**src/rtl/dbc_pkg.sv**
```systemverilog
package dbc_pkg;

  typedef enum logic {
    LVL_RELEASED = 1'b0,
    LVL_PRESSED  = 1'b1
  } dbc_level_e;

  function automatic dbc_level_e dbc_flip(input dbc_level_e lvl);
    return (lvl == LVL_RELEASED) ? LVL_PRESSED : LVL_RELEASED;
  endfunction

endpackage

```
**src/rtl/dbc_rst_sync.sv**
```systemverilog
module dbc_rst_sync #(
  parameter int STAGES = 2
) (
  input  logic clk,
  input  logic arst_n,
  output logic rst_n_o
);

  logic [STAGES-1:0] chain_q;
  logic [STAGES-1:0] chain_d;

  always_comb begin
    chain_d = {chain_q[STAGES-2:0], 1'b1};
  end

  always_ff @(posedge clk or negedge arst_n) begin
    if (!arst_n) begin
      chain_q <= '0;
    end else begin
      chain_q <= chain_d;
    end
  end

  assign rst_n_o = chain_q[STAGES-1];

endmodule

```
**src/rtl/dbc_sync.sv**
```systemverilog
module dbc_sync #(
  parameter int WIDTH  = 4,
  parameter int STAGES = 2
) (
  input  logic             clk,
  input  logic             rst_n,
  input  logic [WIDTH-1:0] async_i,
  output logic [WIDTH-1:0] sync_o
);

  logic [WIDTH-1:0] stage_q [STAGES];

  for (genvar s = 0; s < STAGES; s++) begin : g_stage
    logic [WIDTH-1:0] stage_d;
    if (s == 0) begin : g_first
      assign stage_d = async_i;
    end else begin : g_rest
      assign stage_d = stage_q[s-1];
    end
    always_ff @(posedge clk or negedge rst_n) begin
      if (!rst_n) begin
        stage_q[s] <= '0;
      end else begin
        stage_q[s] <= stage_d;
      end
    end
  end

  assign sync_o = stage_q[STAGES-1];

endmodule

```
**src/rtl/dbc_tick_gen.sv**
```systemverilog
module dbc_tick_gen #(
  parameter int DIV = 100000
) (
  input  logic clk,
  input  logic rst_n,
  output logic tick_o
);

  localparam int CW = (DIV > 1) ? $clog2(DIV) : 1;
  localparam logic [CW-1:0] LAST = CW'(DIV - 1);

  logic [CW-1:0] cnt_q, cnt_d;
  logic          tick_q, tick_d;

  always_comb begin
    if (cnt_q == LAST) begin
      cnt_d  = '0;
      tick_d = 1'b1;
    end else begin
      cnt_d  = cnt_q + 1'b1;
      tick_d = 1'b0;
    end
  end

  always_ff @(posedge clk or negedge rst_n) begin
    if (!rst_n) begin
      cnt_q  <= '0;
      tick_q <= 1'b0;
    end else begin
      cnt_q  <= cnt_d;
      tick_q <= tick_d;
    end
  end

  assign tick_o = tick_q;

endmodule

```
**src/rtl/dbc_filter.sv**
```systemverilog
module dbc_filter
  import dbc_pkg::*;
#(
  parameter int STABLE_TICKS = 20
) (
  input  logic clk,
  input  logic rst_n,
  input  logic tick_i,
  input  logic sample_i,
  output logic level_o,
  output logic press_o
);

  localparam int SW = $clog2(STABLE_TICKS + 1);
  localparam logic [SW-1:0] STAB_LAST = SW'(STABLE_TICKS - 1);

  dbc_level_e    level_q, level_d;
  logic [SW-1:0] stab_q, stab_d;
  logic          press_q, press_d;
  logic          differs;

  assign differs = (sample_i != logic'(level_q));

  always_comb begin
    level_d = level_q;
    stab_d  = stab_q;
    if (!differs) begin
      stab_d = '0;
    end else if (tick_i) begin
      if (stab_q == STAB_LAST) begin
        level_d = dbc_flip(level_q);
        stab_d  = '0;
      end else begin
        stab_d = stab_q + 1'b1;
      end
    end
    press_d = (level_d == LVL_PRESSED) && (level_q == LVL_RELEASED);
  end

  always_ff @(posedge clk or negedge rst_n) begin
    if (!rst_n) begin
      level_q <= LVL_RELEASED;
      stab_q  <= '0;
      press_q <= 1'b0;
    end else begin
      level_q <= level_d;
      stab_q  <= stab_d;
      press_q <= press_d;
    end
  end

  assign level_o = logic'(level_q);
  assign press_o = press_q;

endmodule

```
**src/rtl/dbc_event_ctr.sv**
```systemverilog
module dbc_event_ctr #(
  parameter int WIDTH = 4
) (
  input  logic             clk,
  input  logic             rst_n,
  input  logic             en_i,
  output logic [WIDTH-1:0] count_o
);

  logic [WIDTH-1:0] cnt_q, cnt_d;

  always_comb begin
    cnt_d = cnt_q;
    if (en_i) begin
      cnt_d = cnt_q + 1'b1;
    end
  end

  always_ff @(posedge clk or negedge rst_n) begin
    if (!rst_n) begin
      cnt_q <= '0;
    end else begin
      cnt_q <= cnt_d;
    end
  end

  assign count_o = cnt_q;

endmodule

```
**src/rtl/btn_debounce_counter.sv**
```systemverilog
module btn_debounce_counter #(
  parameter int N_BTN        = 4,
  parameter int TICK_DIV     = 100000,
  parameter int STABLE_TICKS = 20,
  parameter int CNT_W        = 4,
  parameter int SYNC_STAGES  = 2
) (
  input  logic                   clk,
  input  logic                   rst_n,
  input  logic [N_BTN-1:0]       btn_raw_i,
  output logic [N_BTN-1:0]       btn_level_o,
  output logic [N_BTN-1:0]       btn_press_o,
  output logic [N_BTN*CNT_W-1:0] btn_count_o
);

  logic             rst_core_n;
  logic             tick;
  logic [N_BTN-1:0] sampled;

  dbc_rst_sync #(.STAGES(2)) u_rst_sync (
    .clk     (clk),
    .arst_n  (rst_n),
    .rst_n_o (rst_core_n)
  );

  dbc_sync #(.WIDTH(N_BTN), .STAGES(SYNC_STAGES)) u_sync (
    .clk     (clk),
    .rst_n   (rst_core_n),
    .async_i (btn_raw_i),
    .sync_o  (sampled)
  );

  dbc_tick_gen #(.DIV(TICK_DIV)) u_tick (
    .clk    (clk),
    .rst_n  (rst_core_n),
    .tick_o (tick)
  );

  for (genvar i = 0; i < N_BTN; i++) begin : g_chan
    dbc_filter #(.STABLE_TICKS(STABLE_TICKS)) u_filter (
      .clk      (clk),
      .rst_n    (rst_core_n),
      .tick_i   (tick),
      .sample_i (sampled[i]),
      .level_o  (btn_level_o[i]),
      .press_o  (btn_press_o[i])
    );

    dbc_event_ctr #(.WIDTH(CNT_W)) u_ctr (
      .clk     (clk),
      .rst_n   (rst_core_n),
      .en_i    (btn_press_o[i]),
      .count_o (btn_count_o[i*CNT_W +: CNT_W])
    );
  end

endmodule

```
**config.mk**
```make
export PLATFORM = sky130hd
export DESIGN_NAME = btn_debounce_counter
export DESIGN_NICKNAME = d
export VERILOG_FILES = /design/src/rtl/dbc_pkg.sv /design/src/rtl/dbc_rst_sync.sv /design/src/rtl/dbc_sync.sv /design/src/rtl/dbc_tick_gen.sv /design/src/rtl/dbc_filter.sv /design/src/rtl/dbc_event_ctr.sv /design/src/rtl/btn_debounce_counter.sv
export SDC_FILE = /design/constraint.sdc
export NUM_CORES = 1
export LEC_CHECK = 0
export BUFFER_PORTS_ARGS = -buffer_cell sky130_fd_sc_hd__buf_2
export CORE_ASPECT_RATIO = 0.6
export CORE_MARGIN = 2
export CORE_UTILIZATION = 61
export CTS_BUF_LIST = sky130_fd_sc_hd__clkbuf_8
export DETAILED_ROUTE_END_ITERATION = 10
export MAX_ROUTING_LAYER = met4
export PLACE_DENSITY = 0.9
export SYNTH_ARGS = -nofsm -noshare
export SYNTH_HDL_FRONTEND = slang
export SYNTH_SLANG_ARGS = --single-unit
```
**constraint.sdc**
```tcl
create_clock -name clk -period 2.5 [get_ports clk]
set_input_delay 0.25 -clock clk [delete_from_list [all_inputs] [get_ports clk]]
set_output_delay 0.25 -clock clk [all_outputs]
set_load 0.05 [all_outputs]
```
==> results of run 1 <==
## cells by family (layout without fill, tap and decap cells)
kind of cell / after synthesis / after routing
DFF: 72 / 72
and+or+nand+nor: 100 / 100
muxes: 9 / 9
other: 1 / 1
xor gates and xnor gates: 33 / 33
adders and majority gates: 13 / 13
buffers and inverters: 14 / 48
AOI/OAI and AO/OA: 26 / 26
## where the power goes
part           internal, mW  switching (mW)  total (mW)
registers              1.17         0.00227        1.17
logic                0.0116          0.0280      0.0395
clock network         0.373           0.404       0.777
## how the worst max path moves through the flow
stage                     startpoint                          to  slack [ps]  cells after the start
5_1_grt              u_tick.cnt_q[0]            u_tick.cnt_q[15]         540                      5
3_3_place_gp         u_tick.cnt_q[0]            u_tick.cnt_q[15]         820                      5
4_1_cts              u_tick.cnt_q[0]            u_tick.cnt_q[15]         690                      5
2_1_floorplan  u_rst_sync.chain_q[1]  g_chan[0].u_ctr.count_o[0]         350                      0
3_5_place_dp         u_tick.cnt_q[0]            u_tick.cnt_q[15]         750                      5
6_report             u_tick.cnt_q[0]            u_tick.cnt_q[15]         680                      5
## cell usage after synthesis, types with 2 or more instances
cell	instances
dfrtp_1	72
xnor2_1	22
nor2b_1	19
nand2_1	16
ha_1	13
nand4_1	12
nor3b_1	11
xor2_1	11
buf_4	9
o21ai_0	9
nor2_1	8
nand3_1	7
a21boi_0	5
and2_1	5
and4_1	5
mux2i_1	5
a21o_1	4
a21oi_1	4
and4bb_2	4
mux2_2	4
nor3_1	4
o21a_1	3
buf_6	2
clkbuf_1	2
nand2b_1	2
nor4bb_1	2
## what timing repair did
action | in CTS | in global routing
buffers inserted | 0 | 0
resized for setup | 0 | 0
endpoints found under the hold margin | 2 | 1
hold buffers | 1 | 1
## final cells by class
type / instances / area share
Tap cell: 66 / 0.02320
Multi-Input combinational cell: 182 / 0.3754
Sequential cell: 72 / 0.5065
Timing Repair Buffer: 32 / 0.04851
Clock buffer: 10 / 0.03866
Clock inverter: 6 / 0.007733
## through the flow
step | hold slack [ps] | instances | area, sq um | setup slack (ps)
6_report | 15.53 | 368 | 3560 | 681.6
5_1_grt | 5.872 | 368 | 3560 | 541.4
4_1_cts | 2.811 | 367 | 3550 | 692.4
3_5_place_dp | 37.05 | 350 | 3374 | 746.8
3_3_place_gp | 34.81 | 350 | 3374 | 818.3
2_1_floorplan | -45.59 | 268 | 3241 | 346.5
## layer usage
metal,share of wire,up-vias
met2,0.43,33
met4,0.011,0
met3,0.032,5
li1,-,982
met5,0,-
met1,0.52,975
## worst max-delay path: stages (launching register included)
cell      delay (ps)
dfrtp_1          410
ha_1             220
and4_1           360
and4_1           480
nand2b_1         160
mux2i_1           60
## flip-flops by register name, summed over array words and instances (netlist names)
register / count
g_chan.u_filter.level_o: 4
u_rst_sync.chain_q: 2
u_sync.sync_o: 4
u_sync.g_stage.stage_d: 4
u_tick.tick_o: 1
g_chan.u_filter.stab_q: 20
u_tick.cnt_q: 17
g_chan.u_filter.press_o: 4
g_chan.u_ctr.count_o: 16
==> out/results.tsv, run 1 <==
stage	metric	value	unit
cells_and_area	share of cells above drive strength 1	0.1821	
die	row cnt	20	
logic_synthesis	Post-Synth Adder-Cell Area	0.05019	
critical_path	Worst EP arrival	2030	ps
cells_and_area	multi-input logic area	1336	sq um
hold_path	Hold Path Cell Cnt	1	
timing	fmax	0.5499	GHz
cells_and_area	leading cell types in the layout, fill and taps excluded	71 x dfrtp_1, 29 x buf_2, 22 x xnor2_1	
timing	crit path time final	1818	ps
route	# DRC	0	
logic_synthesis	Top FF cell, synth	dfrtp_1	
grt	GRT met2 Usage	0.3112	
grt	GR Util met1	0.2691	
critical_path	Critical Path End Type	flip-flop	
critical_path	worst reg2reg startpoint	u_tick.cnt_q[0]	
cells_and_area	fill count	366	
logic_synthesis	post-synth top area share	0.5560	
clock_tree	buffer depth of the longest clock path	2	
logic_synthesis	sequential element share of the synthesized area	0.5560	
die	starting density of the core	0.6379	
clock_tree	CTS Buf Count	9	
critical_path	register-to-register setup slack	680	ps
logic_synthesis	Synth Area per Inst	12.09	sq um
clock_tree	CTS tree	done	
cells_and_area	Reg area	1803	sq um
critical_path	CP startpoint kind	flip-flop	
run_status	outcome	finished, final reports clean	
die	die area	5931	sq um
logic_synthesis	largest area contributor in the netlist	dfrtp_1	
route	total wire length	5230	microns
power	worst vdd ir	0.4158	mV
power	PwrDens	559.5	nW/um^2
cells_and_area	antenna fix cells	0	
hold_path	hold crit path type	in2reg	
logic_synthesis	Post-synth EDFFs	0	
route	wire per inst	14.21	microns
clock_tree	clock tree root driver cell	clkbuf_8	
timing	final hold vios	0	
hold_path	beginning of the worst hold path	btn_raw_i[2]	
hold_path	WHS Endpoint	u_sync.g_stage[1].stage_d[2]	
die	I/O Pins	30	
route	Pre-antenna DRT Iters	4	
logic_synthesis	syn_nets	287	
clock_tree	number of clock sinks	72	
logic_synthesis	largest family of logic cells by synthesized area	simple AND/OR/NAND/NOR gates	
critical_path	worst r2r path cells	5	
clock_tree	Clk pin slew, worst setup/hold paths	70	ps
placed_design	I/O Buffers	29	
cells_and_area	final design utilization	0.7007	
placed_design	gp weighted congestion	0.7851	
cells_and_area	leading cell type in the layout, fill and taps excluded	dfrtp_1	
logic_synthesis	synthesized flop and latch total	72	
logic_synthesis	synth unique cells	34	
logic_synthesis	yosys warns	0	
grt	met3 Track Usage GR	0.06221	
timing	Tightest Pin Transition	850.5	ps
logic_synthesis	synth top area cells	dfrtp_1 56%, xnor2_1 5.9%, ha_1 5.0%, nor2b_1 3.7%, xor2_1 3.0%	
route	Via density	5.421	
grt	first-pass GRT wire length	8990	microns
power	leakage	1.773	nW
logic_synthesis	fraction of synthesized cell area in xor and xnor cells	0.08919	
die	chip height	60.46	microns
clock_tree	CTS H-Tree Depth	3	
grt	initial antenna violation count	0	
logic_synthesis	Synth Area in Compound Gates	0.05058	
timing	final period utilization	0.7273	
grt	GRT Total Usage	0.2045	
logic_synthesis	post-synthesis mux area share	0.02934	
critical_path	CP Class	reg2reg	
cells_and_area	synthesis-to-finish area growth	9.845	%
grt	vias in the first global route	1960	
grt	largest net degree at the start of global routing	71	
logic_synthesis	fraction of registers with async set/reset	1.000	
critical_path	Max FO, Critical Path	10	
critical_path	RR Endpoint	u_tick.cnt_q[15]	
placed_design	DPL Wire Length	3512	microns
critical_path	Worst Path Required	2720	ps
cells_and_area	fin nets	316	
power	total power	1.992	mW
timing	setup_tns	0	ps
timing	Clock Skew	3.649	ps
timing	RSZ-0062 raised after global routing	false	
grt	global route overflow	0	
logic_synthesis	Simple-Gate Fraction of Synth Area	0.1919	
die	core footprint	5080	sq um
timing	setup violators final	0	
route	via count	1995	
clock_tree	clk_lat worst skew	340	ps
logic_synthesis	post-synthesis cell area	3241	sq um
timing	final number of max-transition violations	0	
die	chip width	98.10	microns
grt	GR peak layer	met2	
route	ANT nets after route	0	
route	Iteration-0 DRC Markers	37	
logic_synthesis	Syn Inst Count	268	
timing	Slew HR	0.4330	
flow_run	max-cap violations	0	
No activity file was read; power rests on OpenSTA's default activity.
==> run 2: changes to the inputs <==
==> constraint.sdc (replaced) <==
create_clock -name clk -period 1.8 [get_ports clk]
set_input_delay 0.18 -clock clk [delete_from_list [all_inputs] [get_ports clk]]
set_output_delay 0.18 -clock clk [all_outputs]
set_load 0.05 [all_outputs]
==> out/results.tsv, run 2 (synthesis gave the netlist of run 1 again) <==
stage	metric	value	unit
cells_and_area	largest register by flop count	g_chan.u_filter.stab_q	
grt	initial antenna violation count	0	
critical_path	Critical Path End Type	flip-flop	
route	Via density	5.519	
clock_tree	CTS Buf Count	9	
critical_path	Worst Setup SP	u_tick.cnt_q[0]	
clock_tree	clk_lat worst skew	350	ps
die	I/O Pins	30	
cells_and_area	share of cells above drive strength 1	0.1851	
timing	minimum hold slack	143.5	ps
timing	Clock Skew	7.175	ps
critical_path	worst reg2reg startpoint	u_tick.cnt_q[0]	
die	chip height	60.46	microns
power	worst vdd ir	0.5776	mV
timing	final hold vios	0	
critical_path	Worst Path Required	2080	ps
hold_path	hold crit path type	in2async	
die	row cnt	20	
timing	fmax	0.6290	GHz
grt	vias in the first global route	2013	
cells_and_area	leading cell type in the layout, fill and taps excluded	dfrtp_1	
critical_path	Worst setup endpoint	u_tick.cnt_q[16]	
clock_tree	number of clock sinks	72	
flow_run	max-cap violations	0	
clock_tree	clock tree root driver cell	clkbuf_8	
critical_path	RR Endpoint	u_tick.cnt_q[16]	
cells_and_area	fin cells	374	
power	PwrDens	768.6	nW/um^2
timing	final number of max-transition violations	0	
die	die area	5931	sq um
power	leakage	1.804	nW
placed_design	DPL Wire Length	3665	microns
route	ANT nets after route	0	
critical_path	Max FO, Critical Path	6	
die	chip width	98.10	microns
grt	GRT Total Usage	0.2190	
route	Iteration-0 DRC Markers	135	
clock_tree	buffer depth of the longest clock path	2	
route	# DRC	0	
cells_and_area	max reg flops	20	
placed_design	I/O Buffers	29	
critical_path	Worst EP arrival	1870	ps
die	starting density of the core	0.6379	
timing	crit path time final	1590	ps
grt	first-pass GRT wire length	9508	microns
clock_tree	Resize count post-CTS	0	
timing	final period utilization	0.8833	
timing	RSZ-0062 raised after global routing	false	
placed_design	dpl cells	353	
critical_path	worst r2r path cells	6	
die	core footprint	5080	sq um
clock_tree	CTS H-Tree Depth	3	
route	wire per inst	14.42	microns
cells_and_area	synthesis-to-finish area growth	11.89	%
route	total wire length	5393	microns
route	via count	2064	
clock_tree	hold buffer count at cts	5	
cells_and_area	leading cell types in the layout, fill and taps excluded	71 x dfrtp_1, 29 x buf_2, 22 x xnor2_1	
route	Pre-antenna DRT Iters	4	
critical_path	register-to-register setup slack	210	ps
cells_and_area	antenna fix cells	0	
critical_path	CP startpoint kind	flip-flop	
clock_tree	CTS tree	done	
grt	global route overflow	0	
grt	largest net degree at the start of global routing	71	
clock_tree	Setup Fix Bufs, Post-CTS	0	
cells_and_area	fin nets	322	
timing	setup violators final	0	
timing	setup_tns	0	ps
placed_design	gp weighted congestion	0.8429	
run_status	outcome	finished, final reports clean	
clock_tree	Clk pin slew, worst setup/hold paths	70	ps
critical_path	CP Class	reg2reg	
## run 2: cell count changes in the layout (fill, tap and decap cells not counted), sizes merged
cell / delta
buf: +3
clkinv: -2
clkinvlp: +1
dlygate4sd3: +3
inv: +1
## run 2: area by class of cell
cell class | count | area, sq um
Clock buffer | 10 | 137.6
Clock inverter | 6 | 28.78
Fill cell | 368 | 1454
Multi-Input combinational cell | 182 | 1336
Sequential cell | 72 | 1803
Tap cell | 66 | 82.58
Timing Repair Buffer | 38 | 237.7
## run 2: worst min-delay path by stage
stage / end / depth (start not counted) / from
floorplan: u_rst_sync.chain_q[0] / 0 / rst_n
global placement: u_rst_sync.chain_q[0] / 1 / rst_n
detailed placement: u_rst_sync.chain_q[0] / 1 / rst_n
CTS: u_rst_sync.chain_q[0] / 2 / rst_n
global route: u_rst_sync.chain_q[1] / 2 / rst_n
finish: u_rst_sync.chain_q[0] / 2 / rst_n
## run 2: where the power goes
group	switching (mW)	internal [mW]
sequential	0.00378	1.63
combinational	0.0399	0.0235
clock	0.574	0.518
## run 2: routing by layer
layer / wire, microns / GRT usage / part of all wire / vias up
met3: 236 / 0.08295 / 0.044 / 8
met1: 2781 / 0.2885 / 0.52 / 1018
li1: - / - / - / 999
met2: 2290 / 0.3190 / 0.42 / 39
met5: 0 / - / 0 / -
met4: 85 / 0.06944 / 0.016 / 0
## run 2: critical path, cell delays in order, from the launching register on
cell	delay, ps
dfrtp_1	390
ha_1	220
and4_1	220
buf_4	150
nand3_2	80
or3_1	330
a21oi_2	130
## run 2: through the flow
stage / power (mW) / area, sq um / setup WS, ps / util
detailed placement: 1.721 / 3410 / 207.7 / 0.6712
floorplan: 1.696 / 3242 / 242.3 / -
global placement: 1.719 / 3410 / 290.8 / 0.6712
finish: 2.787 / 3626 / 210.1 / 0.7138
CTS: 2.819 / 3626 / 205.4 / 0.7138
global route: 2.889 / 3626 / 132.5 / 0.7138
==> run 3: changes to the inputs <==
--- a/config.mk
+++ b/config.mk
@@ -6,10 +6,10 @@
 export NUM_CORES = 1
 export LEC_CHECK = 0
 export BUFFER_PORTS_ARGS = -buffer_cell sky130_fd_sc_hd__buf_2
-export CORE_ASPECT_RATIO = 0.6
 export CORE_MARGIN = 2
 export CORE_UTILIZATION = 61
 export CTS_BUF_LIST = sky130_fd_sc_hd__clkbuf_8
+export CTS_CLUSTER_SIZE = 30
 export DETAILED_ROUTE_END_ITERATION = 10
 export MAX_ROUTING_LAYER = met4
 export PLACE_DENSITY = 0.9
==> out/results.tsv, run 3 (synthesis gave the netlist of run 1 again) <==
stage	metric	value	unit
cells_and_area	share of cells above drive strength 1	0.1922	
power	Pint	2.422	mW
clock_tree	CTS Buf Count	9	
timing	fmax	0.6110	GHz
cells_and_area	max reg flops	20	
timing	RSZ-0062 raised after global routing	false	
power	combinational share of power	0.020	
critical_path	worst r2r path cells	5	
critical_path	Worst EP arrival	1870	ps
die	I/O Pins	30	
die	core footprint	5107	sq um
power	Sw Ratio	0.2033	
critical_path	worst reg2reg startpoint	u_tick.cnt_q[0]	
flow_run	max-cap violations	0	
critical_path	Crit path largest cell delay	400	ps
critical_path	Critical Path End Type	flip-flop	
power	worst vdd ir	0.8065	mV
clock_tree	Clk pin slew, worst setup/hold paths	70	ps
power	leakage	1.817	nW
route	Via density	5.401	
cells_and_area	fill count	349	
grt	global route overflow	0	
cells_and_area	Final Cell Area	3670	sq um
cells_and_area	fin cells	377	
clock_tree	clock tree root driver cell	clkbuf_8	
die	chip height	76.89	microns
placed_design	I/O Buffers	29	
critical_path	CP Cell Sequence	ha_1 -> and4_1 -> and4_2 -> buf_4 -> nor2_1	
clock_tree	number of clock sinks	72	
route	total wire length	5334	microns
route	wire per inst	14.15	microns
cells_and_area	antenna fix cells	0	
placed_design	DP Area	3407	sq um
grt	first-pass GRT wire length	9052	microns
clock_tree	CTS tree	done	
placed_design	dpl cells	356	
timing	setup_tns	0	ps
critical_path	register-to-register setup slack	160	ps
hold_path	hold crit path type	reg2async	
critical_path	RR Endpoint	u_tick.cnt_q[7]	
power	PwrDens	828.3	nW/um^2
timing	final number of max-transition violations	0	
clock_tree	clk_lat worst skew	340	ps
placed_design	DPL Wire Length	3534	microns
route	Iteration-0 DRC Markers	88	
die	row cnt	26	
cells_and_area	fin nets	321	
cells_and_area	Reg area	1803	sq um
grt	GRT Total Usage	0.2017	
critical_path	CP startpoint kind	flip-flop	
timing	final period utilization	0.9093	
timing	setup violators final	0	
grt	largest net degree at the start of global routing	68	
route	Pre-antenna DRT Iters	4	
power	clock power share	0.443	
die	chip width	76.89	microns
critical_path	Max FO, Critical Path	7	
clock_tree	buffer depth of the longest clock path	2	
route	via count	2036	
cells_and_area	synthesis-to-finish area growth	13.24	%
critical_path	CP max stage cell	dfrtp_1	
die	starting density of the core	0.6345	
cells_and_area	largest register by flop count	g_chan.u_filter.stab_q	
power	sequential share of power	0.537	
critical_path	Worst setup endpoint	u_tick.cnt_q[7]	
cells_and_area	leading cell types in the layout, fill and taps excluded	71 x dfrtp_1, 29 x buf_2, 22 x xnor2_1	
critical_path	Worst Setup SP	u_tick.cnt_q[0]	
route	# DRC	0	
critical_path	Worst Path Required	2030	ps
grt	vias in the first global route	2080	
timing	Clock Skew	9.266	ps
grt	initial antenna violation count	0	
timing	crit path time final	1637	ps
timing	final hold vios	0	
clock_tree	Setup Fix Bufs, Post-CTS	0	
clock_tree	CTS H-Tree Depth	3	
route	ANT nets after route	0	
cells_and_area	leading cell type in the layout, fill and taps excluded	dfrtp_1	
cells_and_area	multi-input logic area	1338	sq um
run_status	outcome	finished, final reports clean	
critical_path	CP Class	reg2reg	
die	die area	5911	sq um
power	Psw	0.6180	mW
placed_design	gp weighted congestion	0.7858	
==> run 3: changes by cell type in the layout (fill, tap and decap cells not counted), sizes merged <==
cell and delta:
buf -1, clkbuf -1, inv -2, clkinv +2, bufinv +2, clkinvlp -1
==> run 3: final cells by class <==
| class | count | area share |
|---|---|---|
| timing repair buffer | 37 | 0.06273 |
| clock buffer | 9 | 0.03375 |
| clock inverter | 7 | 0.02387 |
| sequential | 72 | 0.4913 |
| multi-input combinational | 182 | 0.3645 |
| tap | 70 | 0.02387 |
==> run 3: stage by stage <==
stage	worst slack [ps]	power, mW	hold slack [ps]	util
floorplan	242.3	1.696	-115.6	-
global placement	210.1	1.719	-33.82	0.6671
detailed placement	142.8	1.720	-32.11	0.6671
CTS	121.9	3.063	74.27	0.7183
global route	63.12	3.147	88.19	0.7185
finish	163.3	3.040	71.98	0.7185
==> run 3: what timing repair did <==
action                                  in CTS  in global routing
endpoints found under the hold margin        6                  0
resized for setup                            0                  1
endpoints found under the setup margin       0                  3
hold buffers                                 5                  0
==> run 3: worst max-delay path, delay by kind of cell, from the launching register on <==
family	cells	cell delay (ps)
fa+ha+maj	1	220
buf+inv	1	160
flops	1	400
simple gates	3	750
==> run 3: how the worst min path moves through the flow <==
stage / startpoint / to / slack [ps] / cells past startpoint
floorplan: rst_n / u_rst_sync.chain_q[0] / -120 / 0
global placement: rst_n / u_rst_sync.chain_q[0] / -30 / 1
detailed placement: rst_n / u_rst_sync.chain_q[0] / -30 / 1
CTS: u_rst_sync.chain_q[1] / u_sync.g_stage[1].stage_d[1] / 70 / 0
global route: u_rst_sync.chain_q[1] / g_chan[1].u_ctr.count_o[1] / 90 / 0
finish: u_rst_sync.chain_q[1] / u_sync.g_stage[1].stage_d[1] / 70 / 0
==> run 3: power groups by stage <==
stage	Clock [mW]	Combinational, mW	Sequential, mW
finish	1.35	0.0611	1.63
global route	1.44	0.0709	1.63
CTS	1.37	0.0638	1.63
detailed placement	0	0.0550	1.66
global placement	0	0.0547	1.66
floorplan	0	0.0121	1.68
==> run 3: per-layer routing <==
layer,share of wire,up-vias,GRT usage
met5,0,-,-
met4,0.013,0,0.1018
met3,0.024,7,0.04706
met2,0.53,23,0.3421
met1,0.43,1011,0.2230
li1,-,995,-
